## config.mk

```make
export PLATFORM = sky130hd
export DESIGN_NAME = i2c_bridge_regs
export DESIGN_NICKNAME = d
export VERILOG_FILES = /design/src/rtl/bridge_pkg.sv /design/src/rtl/i2c_line_sync.sv /design/src/rtl/i2c_target_engine.sv /design/src/rtl/bridge_regfile.sv /design/src/rtl/i2c_bridge_regs.sv
export SDC_FILE = /design/constraint.sdc
export NUM_CORES = 1
export LEC_CHECK = 0
export ABC_AREA = 1
export BUFFER_PORTS_ARGS = -buffer_cell sky130_fd_sc_hd__buf_2
export CORE_MARGIN = 4
export CORE_UTILIZATION = 24
export CTS_BUF_LIST = sky130_fd_sc_hd__clkbuf_16
export CTS_CLUSTER_DIAMETER = 50
export CTS_CLUSTER_SIZE = 10
export DETAILED_ROUTE_END_ITERATION = 8
export HOLD_SLACK_MARGIN = 0.12
export PLACE_DENSITY = 0.48
export SYNTH_ARGS = -nofsm -noshare
export SYNTH_HDL_FRONTEND = slang
export SYNTH_SLANG_ARGS = --single-unit
```

## constraint.sdc

```tcl
create_clock -name clk_i -period 5.7 [get_ports clk_i]
set_clock_uncertainty 0.1 [all_clocks]
set_input_delay 1.14 -clock clk_i [delete_from_list [all_inputs] [get_ports clk_i]]
set_output_delay 1.14 -clock clk_i [all_outputs]
set_load 0.05 [all_outputs]
```

## src/rtl/bridge_pkg.sv

```systemverilog
package bridge_pkg;
  localparam int unsigned BYTE_W = 8;

  localparam logic [BYTE_W-1:0] OFS_SYS_CTRL = 8'h1A;
  localparam logic [BYTE_W-1:0] OFS_CHIP_ID  = 8'h1B;
  localparam logic [BYTE_W-1:0] OFS_IRQ_STAT = 8'h3D;

  localparam logic [BYTE_W-1:0] VAL_CHIP_ID  = 8'hB0;
  localparam logic [BYTE_W-1:0] VAL_IRQ_STAT = 8'h04;

  localparam int unsigned BIT_BUS_REQ = 2;
  localparam int unsigned BIT_BUS_GNT = 1;

  typedef enum logic [2:0] {
    ST_IDLE,
    ST_ADDR,
    ST_ADDR_ACK,
    ST_WR,
    ST_WR_ACK,
    ST_RD,
    ST_RD_ACK
  } bus_state_e;
endpackage

```

## src/rtl/i2c_line_sync.sv

```systemverilog
module i2c_line_sync #(
  parameter int unsigned SYNC_STAGES = 2
) (
  input  logic clk_i,
  input  logic rst_ni,
  input  logic scl_i,
  input  logic sda_i,
  output logic scl_s_o,
  output logic sda_s_o,
  output logic scl_rise_o,
  output logic scl_fall_o,
  output logic start_o,
  output logic stop_o
);
  logic [SYNC_STAGES-1:0] scl_ff, sda_ff;
  logic scl_q, sda_q;

  always_ff @(posedge clk_i or negedge rst_ni) begin
    if (!rst_ni) begin
      scl_ff <= '1;
      sda_ff <= '1;
      scl_q  <= 1'b1;
      sda_q  <= 1'b1;
    end else begin
      scl_ff <= {scl_ff[SYNC_STAGES-2:0], scl_i};
      sda_ff <= {sda_ff[SYNC_STAGES-2:0], sda_i};
      scl_q  <= scl_ff[SYNC_STAGES-1];
      sda_q  <= sda_ff[SYNC_STAGES-1];
    end
  end

  assign scl_s_o    = scl_ff[SYNC_STAGES-1];
  assign sda_s_o    = sda_ff[SYNC_STAGES-1];
  assign scl_rise_o = scl_s_o & ~scl_q;
  assign scl_fall_o = ~scl_s_o & scl_q;
  // SDA edge while SCL held high
  assign start_o    = scl_s_o & scl_q & sda_q & ~sda_s_o;
  assign stop_o     = scl_s_o & scl_q & ~sda_q & sda_s_o;
endmodule

```

## src/rtl/i2c_target_engine.sv

```systemverilog
module i2c_target_engine
  import bridge_pkg::*;
#(
  parameter int unsigned ADDR_W = 7
) (
  input  logic              clk_i,
  input  logic              rst_ni,
  input  logic [ADDR_W-1:0] dev_addr_i,
  input  logic              scl_s_i,
  input  logic              sda_s_i,
  input  logic              scl_rise_i,
  input  logic              scl_fall_i,
  input  logic              start_i,
  input  logic              stop_i,
  input  logic [BYTE_W-1:0] rd_byte_i,
  output logic              sda_oe_o,
  output logic              addr_wr_o,
  output logic              wr_stb_o,
  output logic [BYTE_W-1:0] wr_data_o,
  output logic              rd_stb_o
);
  localparam int unsigned CNT_W = $clog2(BYTE_W + 1);
  localparam logic [CNT_W-1:0] CNT_FULL = CNT_W'(BYTE_W);

  bus_state_e        state_q;
  logic [CNT_W-1:0]  cnt_q;
  logic [BYTE_W-1:0] sh_q;
  logic              rw_q, nack_q, oe_q;

  always_ff @(posedge clk_i or negedge rst_ni) begin
    if (!rst_ni) begin
      state_q   <= ST_IDLE;
      cnt_q     <= '0;
      sh_q      <= '0;
      rw_q      <= 1'b0;
      nack_q    <= 1'b0;
      oe_q      <= 1'b0;
      addr_wr_o <= 1'b0;
      wr_stb_o  <= 1'b0;
      rd_stb_o  <= 1'b0;
    end else begin
      addr_wr_o <= 1'b0;
      wr_stb_o  <= 1'b0;
      rd_stb_o  <= 1'b0;
      if (start_i) begin
        state_q <= ST_ADDR;
        cnt_q   <= '0;
        oe_q    <= 1'b0;
      end else if (stop_i) begin
        state_q <= ST_IDLE;
        oe_q    <= 1'b0;
      end else begin
        unique case (state_q)
          ST_ADDR, ST_WR: begin
            if (scl_rise_i && cnt_q != CNT_FULL) begin
              sh_q  <= {sh_q[BYTE_W-2:0], sda_s_i};
              cnt_q <= cnt_q + 1'b1;
            end else if (scl_fall_i && cnt_q == CNT_FULL) begin
              if (state_q == ST_WR) begin
                wr_stb_o <= 1'b1;
                oe_q     <= 1'b1;
                state_q  <= ST_WR_ACK;
              end else if (sh_q[BYTE_W-1:1] == dev_addr_i) begin
                rw_q      <= sh_q[0];
                addr_wr_o <= ~sh_q[0];
                oe_q      <= 1'b1;
                state_q   <= ST_ADDR_ACK;
              end else begin
                state_q <= ST_IDLE;
              end
            end
          end
          ST_ADDR_ACK: begin
            if (scl_fall_i) begin
              cnt_q <= '0;
              if (rw_q) begin
                sh_q    <= rd_byte_i;
                oe_q    <= ~rd_byte_i[BYTE_W-1];
                state_q <= ST_RD;
              end else begin
                oe_q    <= 1'b0;
                state_q <= ST_WR;
              end
            end
          end
          ST_WR_ACK: begin
            if (scl_fall_i) begin
              oe_q    <= 1'b0;
              cnt_q   <= '0;
              state_q <= ST_WR;
            end
          end
          ST_RD: begin
            if (scl_rise_i) begin
              cnt_q <= cnt_q + 1'b1;
            end else if (scl_fall_i) begin
              if (cnt_q == CNT_FULL) begin
                oe_q     <= 1'b0;
                rd_stb_o <= 1'b1;
                state_q  <= ST_RD_ACK;
              end else begin
                oe_q <= ~sh_q[~cnt_q[2:0]];
              end
            end
          end
          ST_RD_ACK: begin
            if (scl_rise_i) begin
              nack_q <= sda_s_i;
            end else if (scl_fall_i) begin
              if (!nack_q) begin
                sh_q    <= rd_byte_i;
                oe_q    <= ~rd_byte_i[BYTE_W-1];
                cnt_q   <= '0;
                state_q <= ST_RD;
              end else begin
                state_q <= ST_IDLE;
              end
            end
          end
          default: ;
        endcase
      end
    end
  end

  assign sda_oe_o  = oe_q;
  assign wr_data_o = sh_q;


  sda_drive_low_scl_chk: assert property (@(posedge clk_i) disable iff (!rst_ni)
    $rose(sda_oe_o) |-> !scl_s_i);

  stop_release_chk: assert property (@(posedge clk_i) disable iff (!rst_ni)
    stop_i |=> !sda_oe_o);

  idle_silent_chk: assert property (@(posedge clk_i) disable iff (!rst_ni)
    (state_q == ST_IDLE && !start_i) |=> !sda_oe_o);
endmodule

```

## src/rtl/bridge_regfile.sv

```systemverilog
module bridge_regfile
  import bridge_pkg::*;
(
  input  logic              clk_i,
  input  logic              rst_ni,
  input  logic              addr_wr_i,
  input  logic              wr_stb_i,
  input  logic [BYTE_W-1:0] wr_data_i,
  input  logic              rd_stb_i,
  input  logic              stop_i,
  output logic [BYTE_W-1:0] rd_byte_o,
  output logic              ddc_mode_o
);
  logic [BYTE_W-1:0] ptr_q;
  logic first_q, req_q, skip_q, ddc_q;

  always_ff @(posedge clk_i or negedge rst_ni) begin
    if (!rst_ni) begin
      ptr_q   <= '0;
      first_q <= 1'b0;
      req_q   <= 1'b0;
      skip_q  <= 1'b0;
      ddc_q   <= 1'b0;
    end else begin
      if (addr_wr_i) first_q <= 1'b1;
      if (stop_i) begin
        if (skip_q) skip_q <= 1'b0;
        else        ddc_q  <= 1'b0;
      end
      if (wr_stb_i) begin
        if (first_q) begin
          ptr_q   <= wr_data_i;
          first_q <= 1'b0;
        end else begin
          ptr_q <= ptr_q + 1'b1;
          if (ptr_q == OFS_SYS_CTRL) begin
            if (wr_data_i[BIT_BUS_REQ]) begin
              req_q <= 1'b1;
              if (wr_data_i[BIT_BUS_GNT]) begin
                ddc_q  <= 1'b1;
                skip_q <= 1'b1;
              end
            end else begin
              req_q <= 1'b0;
              ddc_q <= 1'b0;
            end
          end
        end
      end else if (rd_stb_i) begin
        ptr_q <= ptr_q + 1'b1;
      end
    end
  end

  always_comb begin
    unique case (ptr_q)
      OFS_SYS_CTRL: rd_byte_o = req_q ? BYTE_W'((1 << BIT_BUS_REQ) | (1 << BIT_BUS_GNT)) : '0;
      OFS_CHIP_ID:  rd_byte_o = VAL_CHIP_ID;
      OFS_IRQ_STAT: rd_byte_o = VAL_IRQ_STAT;
      default:      rd_byte_o = '0;
    endcase
  end

  assign ddc_mode_o = ddc_q;


  rd_ptr_inc_chk: assert property (@(posedge clk_i) disable iff (!rst_ni)
    rd_stb_i |=> ptr_q == $past(ptr_q) + 8'd1);

  ptr_load_chk: assert property (@(posedge clk_i) disable iff (!rst_ni)
    (wr_stb_i && first_q) |=> ptr_q == $past(wr_data_i));

  ddc_needs_req_chk: assert property (@(posedge clk_i) disable iff (!rst_ni)
    ddc_q |-> req_q);

  ddc_rise_src_chk: assert property (@(posedge clk_i) disable iff (!rst_ni)
    $rose(ddc_q) |-> $past(wr_stb_i));
endmodule

```

## src/rtl/i2c_bridge_regs.sv

```systemverilog
module i2c_bridge_regs
  import bridge_pkg::*;
#(
  parameter int unsigned ADDR_W      = 7,
  parameter int unsigned SYNC_STAGES = 2
) (
  input  logic              clk_i,
  input  logic              rst_ni,
  input  logic [ADDR_W-1:0] dev_addr_i,
  input  logic              scl_i,
  input  logic              sda_i,
  output logic              sda_oe_o,
  output logic              ddc_mode_o
);
  logic scl_s, sda_s, scl_rise, scl_fall, start_det, stop_det;
  logic addr_wr, wr_stb, rd_stb;
  logic [BYTE_W-1:0] wr_data, rd_byte;

  i2c_line_sync #(.SYNC_STAGES(SYNC_STAGES)) i_sync (
    .clk_i      (clk_i),
    .rst_ni     (rst_ni),
    .scl_i      (scl_i),
    .sda_i      (sda_i),
    .scl_s_o    (scl_s),
    .sda_s_o    (sda_s),
    .scl_rise_o (scl_rise),
    .scl_fall_o (scl_fall),
    .start_o    (start_det),
    .stop_o     (stop_det)
  );

  i2c_target_engine #(.ADDR_W(ADDR_W)) i_engine (
    .clk_i      (clk_i),
    .rst_ni     (rst_ni),
    .dev_addr_i (dev_addr_i),
    .scl_s_i    (scl_s),
    .sda_s_i    (sda_s),
    .scl_rise_i (scl_rise),
    .scl_fall_i (scl_fall),
    .start_i    (start_det),
    .stop_i     (stop_det),
    .rd_byte_i  (rd_byte),
    .sda_oe_o   (sda_oe_o),
    .addr_wr_o  (addr_wr),
    .wr_stb_o   (wr_stb),
    .wr_data_o  (wr_data),
    .rd_stb_o   (rd_stb)
  );

  bridge_regfile i_regs (
    .clk_i      (clk_i),
    .rst_ni     (rst_ni),
    .addr_wr_i  (addr_wr),
    .wr_stb_i   (wr_stb),
    .wr_data_i  (wr_data),
    .rd_stb_i   (rd_stb),
    .stop_i     (stop_det),
    .rd_byte_o  (rd_byte),
    .ddc_mode_o (ddc_mode_o)
  );
endmodule

```

* After elaboration in Yosys (flattened, before gate mapping)
Cells that the tools add are included.
** Cells by class
- Add/sub/neg operators :: 2
- Order comparisons :: 1
- Eq/ne operators :: 36
- Muxes and demuxes :: 91
- Bitwise gates (word level) :: 20
- Reduce and logical (&&, ||, !) cells :: 15
** Operator list (count)
- $mux 8 :: 9
- $mux 1 :: 52
- $pmux 8 s3 :: 2
- $mux 3 :: 15
- $mux 4 :: 8
- $ne 4x1->1 const B :: 6
- $eq 8x5->1 const B :: 2
- $pmux 4 s4 :: 1
- $pmux 3 s5 :: 1
- $ne 3x1->1 const B :: 4
- $ne 4x4->1 const B :: 3
- $not 1->1 :: 12
- $reduce_and 11->1 :: 1
- $ne 2x1->1 const B :: 5
- $reduce_and 10->1 :: 1
- $eq 3x3->1 const B :: 3
- $reduce_and 9->1 :: 1
- $add 8x1->8 const B :: 1
- $eq 8x6->1 const B :: 1
- $ne 4x2->1 const B :: 2
- $reduce_and 8->1 :: 1
- $and 1x1->1 :: 7
- $eq 7x7->1 :: 1
- $reduce_and 7->1 :: 1
- other kinds (21) :: 25
** Storage, ports and cells
- Register bits after elaboration :: 39
- Input port bits :: 11
- Output and inout bits :: 2
- Word-level logic and storage cells :: 183

* Longest topological paths before layout
- Depth after elaboration :: 10
- Gate-level depth with buffers :: 12
- Mapped depth without buffers :: 11

* Modules after synthesis
Synthesis repeated with hierarchy kept, for this count alone.
** Unflattened totals
- Cell total of the unflattened synthesis :: 392
- Area, all modules :: 2693.8 um^2
** By module, submodules not included
- i2c_target_engine :: times used 1, cells an instance 251, area an instance 1657.8 um^2, seq. area each 525.5 um^2
- bridge_regfile :: times used 1, cells an instance 124, area an instance 837.1 um^2, seq. area each 300.3 um^2
- i2c_line_sync :: times used 1, cells an instance 17, area an instance 198.9 um^2, seq. area each 157.7 um^2

* Worst setup path before layout
Ideal clock, no wire load.
- Kind :: input to register
- From :: input port dev_addr_i[4]
- To :: register i_engine.rw_q
- Library setup time :: 0.063 ns
- Arrival :: 1.794 ns
- Required time :: 5.537 ns
- Path slack :: 3.743 ns
- Stages on the path :: 10
- Path buffers :: 0
- Path through :: inv_1 > nand2_1 > nand2_1 > nor2_1 > nand2_1 > nor2_1 > nand2_1 > o21ai_0 > nand2_1 > inv_1
** Between the ends
- Longest elaborated chain between the ends :: 2
** Ends and longest elaborated chain
- start: declaration :: RTL line i2c_bridge_regs.sv:9 : input logic [ADDR_W-1:0] dev_addr_i,
- $eq 7x7->1 :: RTL line i2c_target_engine.sv:63 : end else if (sh_q[BYTE_W-1:1] == dev_addr_i) begin
- $reduce_and 7->1 (no source line)
- end signal: assignment :: RTL line i2c_target_engine.sv:64 : rw_q <= sh_q[0];
- end: declaration :: RTL line i2c_target_engine.sv:28 : logic rw_q, nack_q, oe_q;
Every way passes these cells.
A chain may end at the register's enable or synchronous reset.

* Worst setup path after layout
- From :: register i_engine.oe_q (netlist: i_engine.sda_oe_o)
- To :: output port sda_oe_o
** RTL lines
- start: declaration :: RTL line i2c_target_engine.sv:28
- start signal: assignment :: RTL line i2c_target_engine.sv:78 : oe_q <= ~rd_byte_i[BYTE_W-1];
- start signal: assignment :: RTL line i2c_target_engine.sv:102 : oe_q <= ~sh_q[~cnt_q[2:0]];
- start signal: assignment :: RTL line i2c_target_engine.sv:112 : oe_q <= ~rd_byte_i[BYTE_W-1];
- end: declaration :: RTL line i2c_bridge_regs.sv:12 : output logic sda_oe_o,
No word-level cell between the ends.

==> impl_metrics.toml <==
[run_status]
outcome = "finished, final reports clean"

[floorplanning]
chipWidth_um = 108.7
design.die.area_sq_mm = 0.01181
floorplan.initialDensity_pct = 24.77
placeable_core_area_sq_mm = 0.009819
die_y_um = 108.7
floorplan.rows = 36
io-pin-count = 13

[critical_path]
crit_path_max_incr_delay_ns = 0.37
crit_path_cell_trace = "buf_2"
largest_fanout_on_the_critical_path = 2
cp_data_required_time_ns = 4.46
setup.worst_path.end_class = "primary output"
worstPathBufferInverterCount = 1
path_class = "reg -> out"
cp_data_arrival_time_ns = 0.92
critical-path-top-delay-family = "flip-flops"
slowest_stage = "dfrtp_1"
critical_path.startpoint_type = "flop"

[layout]
nNetsFinal = 375
area_delta_synth_final_pct = 15.07
layout_commonest_cell = "nand2_1"
layout-drive-gt1-share_pct = 10.83
antenna_cells_inserted = 0
layout_common_cells = "nand2_1 (89), inv_1 (53), nand3_1 (38)"
design_area_sq_mm = 0.002799

[sta]
timing.final.hold_violations = 0
maxClockFrequency_mhz = 462.4
crit_path_time_final_ns = 2.162
worst_slew_margin_rel_pct = 38.94
fin_crit_sh_pct = 37.94
setup_viol = 0
timing.setup.tns_ns = 0
report.final.slew_viol_count = 0
worst-slew-pin-transition_ns = 0.9159
rsz0062_at_grt = "no"
post-route-worst-setup-slack_ns = 3.538

[clock_network]
cts_repair_resize_count = 0
clock-root-buffer = "clkbuf_16"
clock_sinks = 39
clkLatencyLatePin_ns = 0.29
numCtsBuffers = 5
clk_transition_reported_paths_ns = 0.06
htreeDepth = 2
postCtsHoldBufs = 0
cts-root-to-sink-buffers = 2
cts_tree = "built"
post_cts_setup_buffer_count = 0

[synthesis]
synth-main-ff-cell = "dfrtp_1"
synth_enable_flop_cells = 0
ys.warnings.count = 0
area_of_the_mapped_netlist_sq_mm = 0.002432
synth_sequential_area_ratio_pct = 40.43
postSynthNetCount = 362
syn-instance-count = 346
yosysUniqueCellTypes = 29
synth.ff_latch_count = 39
synth-async-reset-ratio_pct = 100.0
post_synth.cell_area_avg_sq_um = 7.030

[job]
max_cap_violations = 0

[routing]
postRouteWirelength_um = 6093
drt-initial-drc-count = 151
antenna_violating_nets_post_route = 0
post_drt_via_cell_ratio = 4.499
first_pass_iters = 4
route.detailed.drc = 0
dr_vias = 2218
routedWlPerCell_um = 12.36

[placed_design]
place.detailed.hpwl_um = 4643
place_ws_ns = 3.495
finalWeightedCongestion = 0.8353
dpl-instance-area_sq_mm = 0.002626
port_buffers = 12

[global_routing]
grt_overflow = 0
grt_max_degree = 40
grt_use_total_pct = 11.21
wire_length_of_the_first_global_routing_pass_um = 10420
antenna_found_initial = 0
grt_pass1_vias = 2161

[power_and_ir_drop]
power_leakage_nw = 1.376
pd_cells_mw_per_mm2 = 410.0
irDropWorstVdd_uv = 128.5
totalPowerFinal_w = 0.001148

[worst_hold_path]
hold_class = "reg -> reg"
power by group:
part,leakage (nW),switching (W),internal [W]
Clock,0.0844,0.000123,0.000209
Combinational,0.785,0.000273,0.000139
Sequential,0.507,0.0000732,0.000329
cell families after synthesis:
family          after synthesis  share of synthesized area, %
compound gates               60                         14.40
xor+xnor                      5                         1.801
fa+ha+maj                     5                         2.572
buf+inv                      62                         9.979
flops                        39                         40.43
simple gates                175                         30.81
registers in the layout, summed over array words and instances (netlist names):
signal              flops
i_regs.first_q          1
i_engine.rw_q           1
i_engine.wr_stb_o       1
i_engine.state_q        3
i_engine.wr_data_o      8
i_engine.cnt_q          4
i_sync.scl_q            1
i_regs.ddc_mode_o       1
i_regs.skip_q           1
i_engine.rd_stb_o       1
i_regs.req_q            1
i_engine.addr_wr_o      1
i_engine.nack_q         1
i_sync.sda_ff           2
i_sync.sda_q            1
i_regs.ptr_q            8
i_sync.scl_ff           2
i_engine.sda_oe_o       1
metrics by stage:
stage	std cells	hold WS (ns)	util, %
3_5_place_dp	485	0.2497	26.75
4_1_cts	493	0.2600	28.50
3_3_place_gp	485	0.2487	26.75
2_1_floorplan	346	0.2452	-
6_report	493	0.2569	28.50
5_1_grt	493	0.2621	28.50
cells in the mapped netlist, types with 3 or more instances:
master	count	area [sq um]
o21ai_2	4	35.03
nand3_1	38	190.2
nand2_1	89	334.1
nor3_1	5	25.02
dfstp_2	6	157.7
nor2_1	34	127.6
inv_2	3	11.26
o21ai_1	3	15.01
dfrtp_1	33	825.8
a21oi_1	13	65.06
nand4_1	3	18.77
xnor2_1	3	26.28
o211ai_1	8	60.06
nor2_4	3	33.78
ha_1	5	62.56
inv_1	53	198.9
clkbuf_1	3	11.26
o21ai_0	27	135.1
metal layers:
layer | global-route usage, % | up-vias | wire length, um
li1 | - | 1133 | -
met1 | 15.21 | 1029 | 3052
met2 | 18.05 | 51 | 2684
met3 | 2.309 | 5 | 272
met4 | 3.246 | 0 | 83
met5 | 0 | - | 0
path summary, 6_finish.rpt:
check | endpoint | cells after the start | slack, ns | startpoint
min reg2reg | i_sync.scl_ff[1] | 0 | 0.26 | i_sync.scl_ff[0]
max in group asynchronous | i_engine.cnt_q[3] | 1 | 4.04 | rst_ni
min | i_sync.scl_ff[1] | 0 | 0.26 | i_sync.scl_ff[0]
max | sda_oe_o | 1 | 3.54 | i_engine.sda_oe_o
min in group asynchronous | i_engine.nack_q | 1 | 0.88 | rst_ni
max reg2reg | i_engine.wr_data_o[3] | 8 | 3.55 | i_sync.sda_ff[1]
final cells by class:
| class | count | area [sq um] |
|---|---|---|
| inverter | 56 | 210.2 |
| fill | 1117 | 7020 |
| sequential | 39 | 983.4 |
| tap | 133 | 166.4 |
| clock buffer | 5 | 125.1 |
| clock inverter | 3 | 47.55 |
| timing repair buffer | 12 | 60.06 |
| multi-input combinational | 245 | 1206 |
No activity file was read; power rests on OpenSTA's default activity.
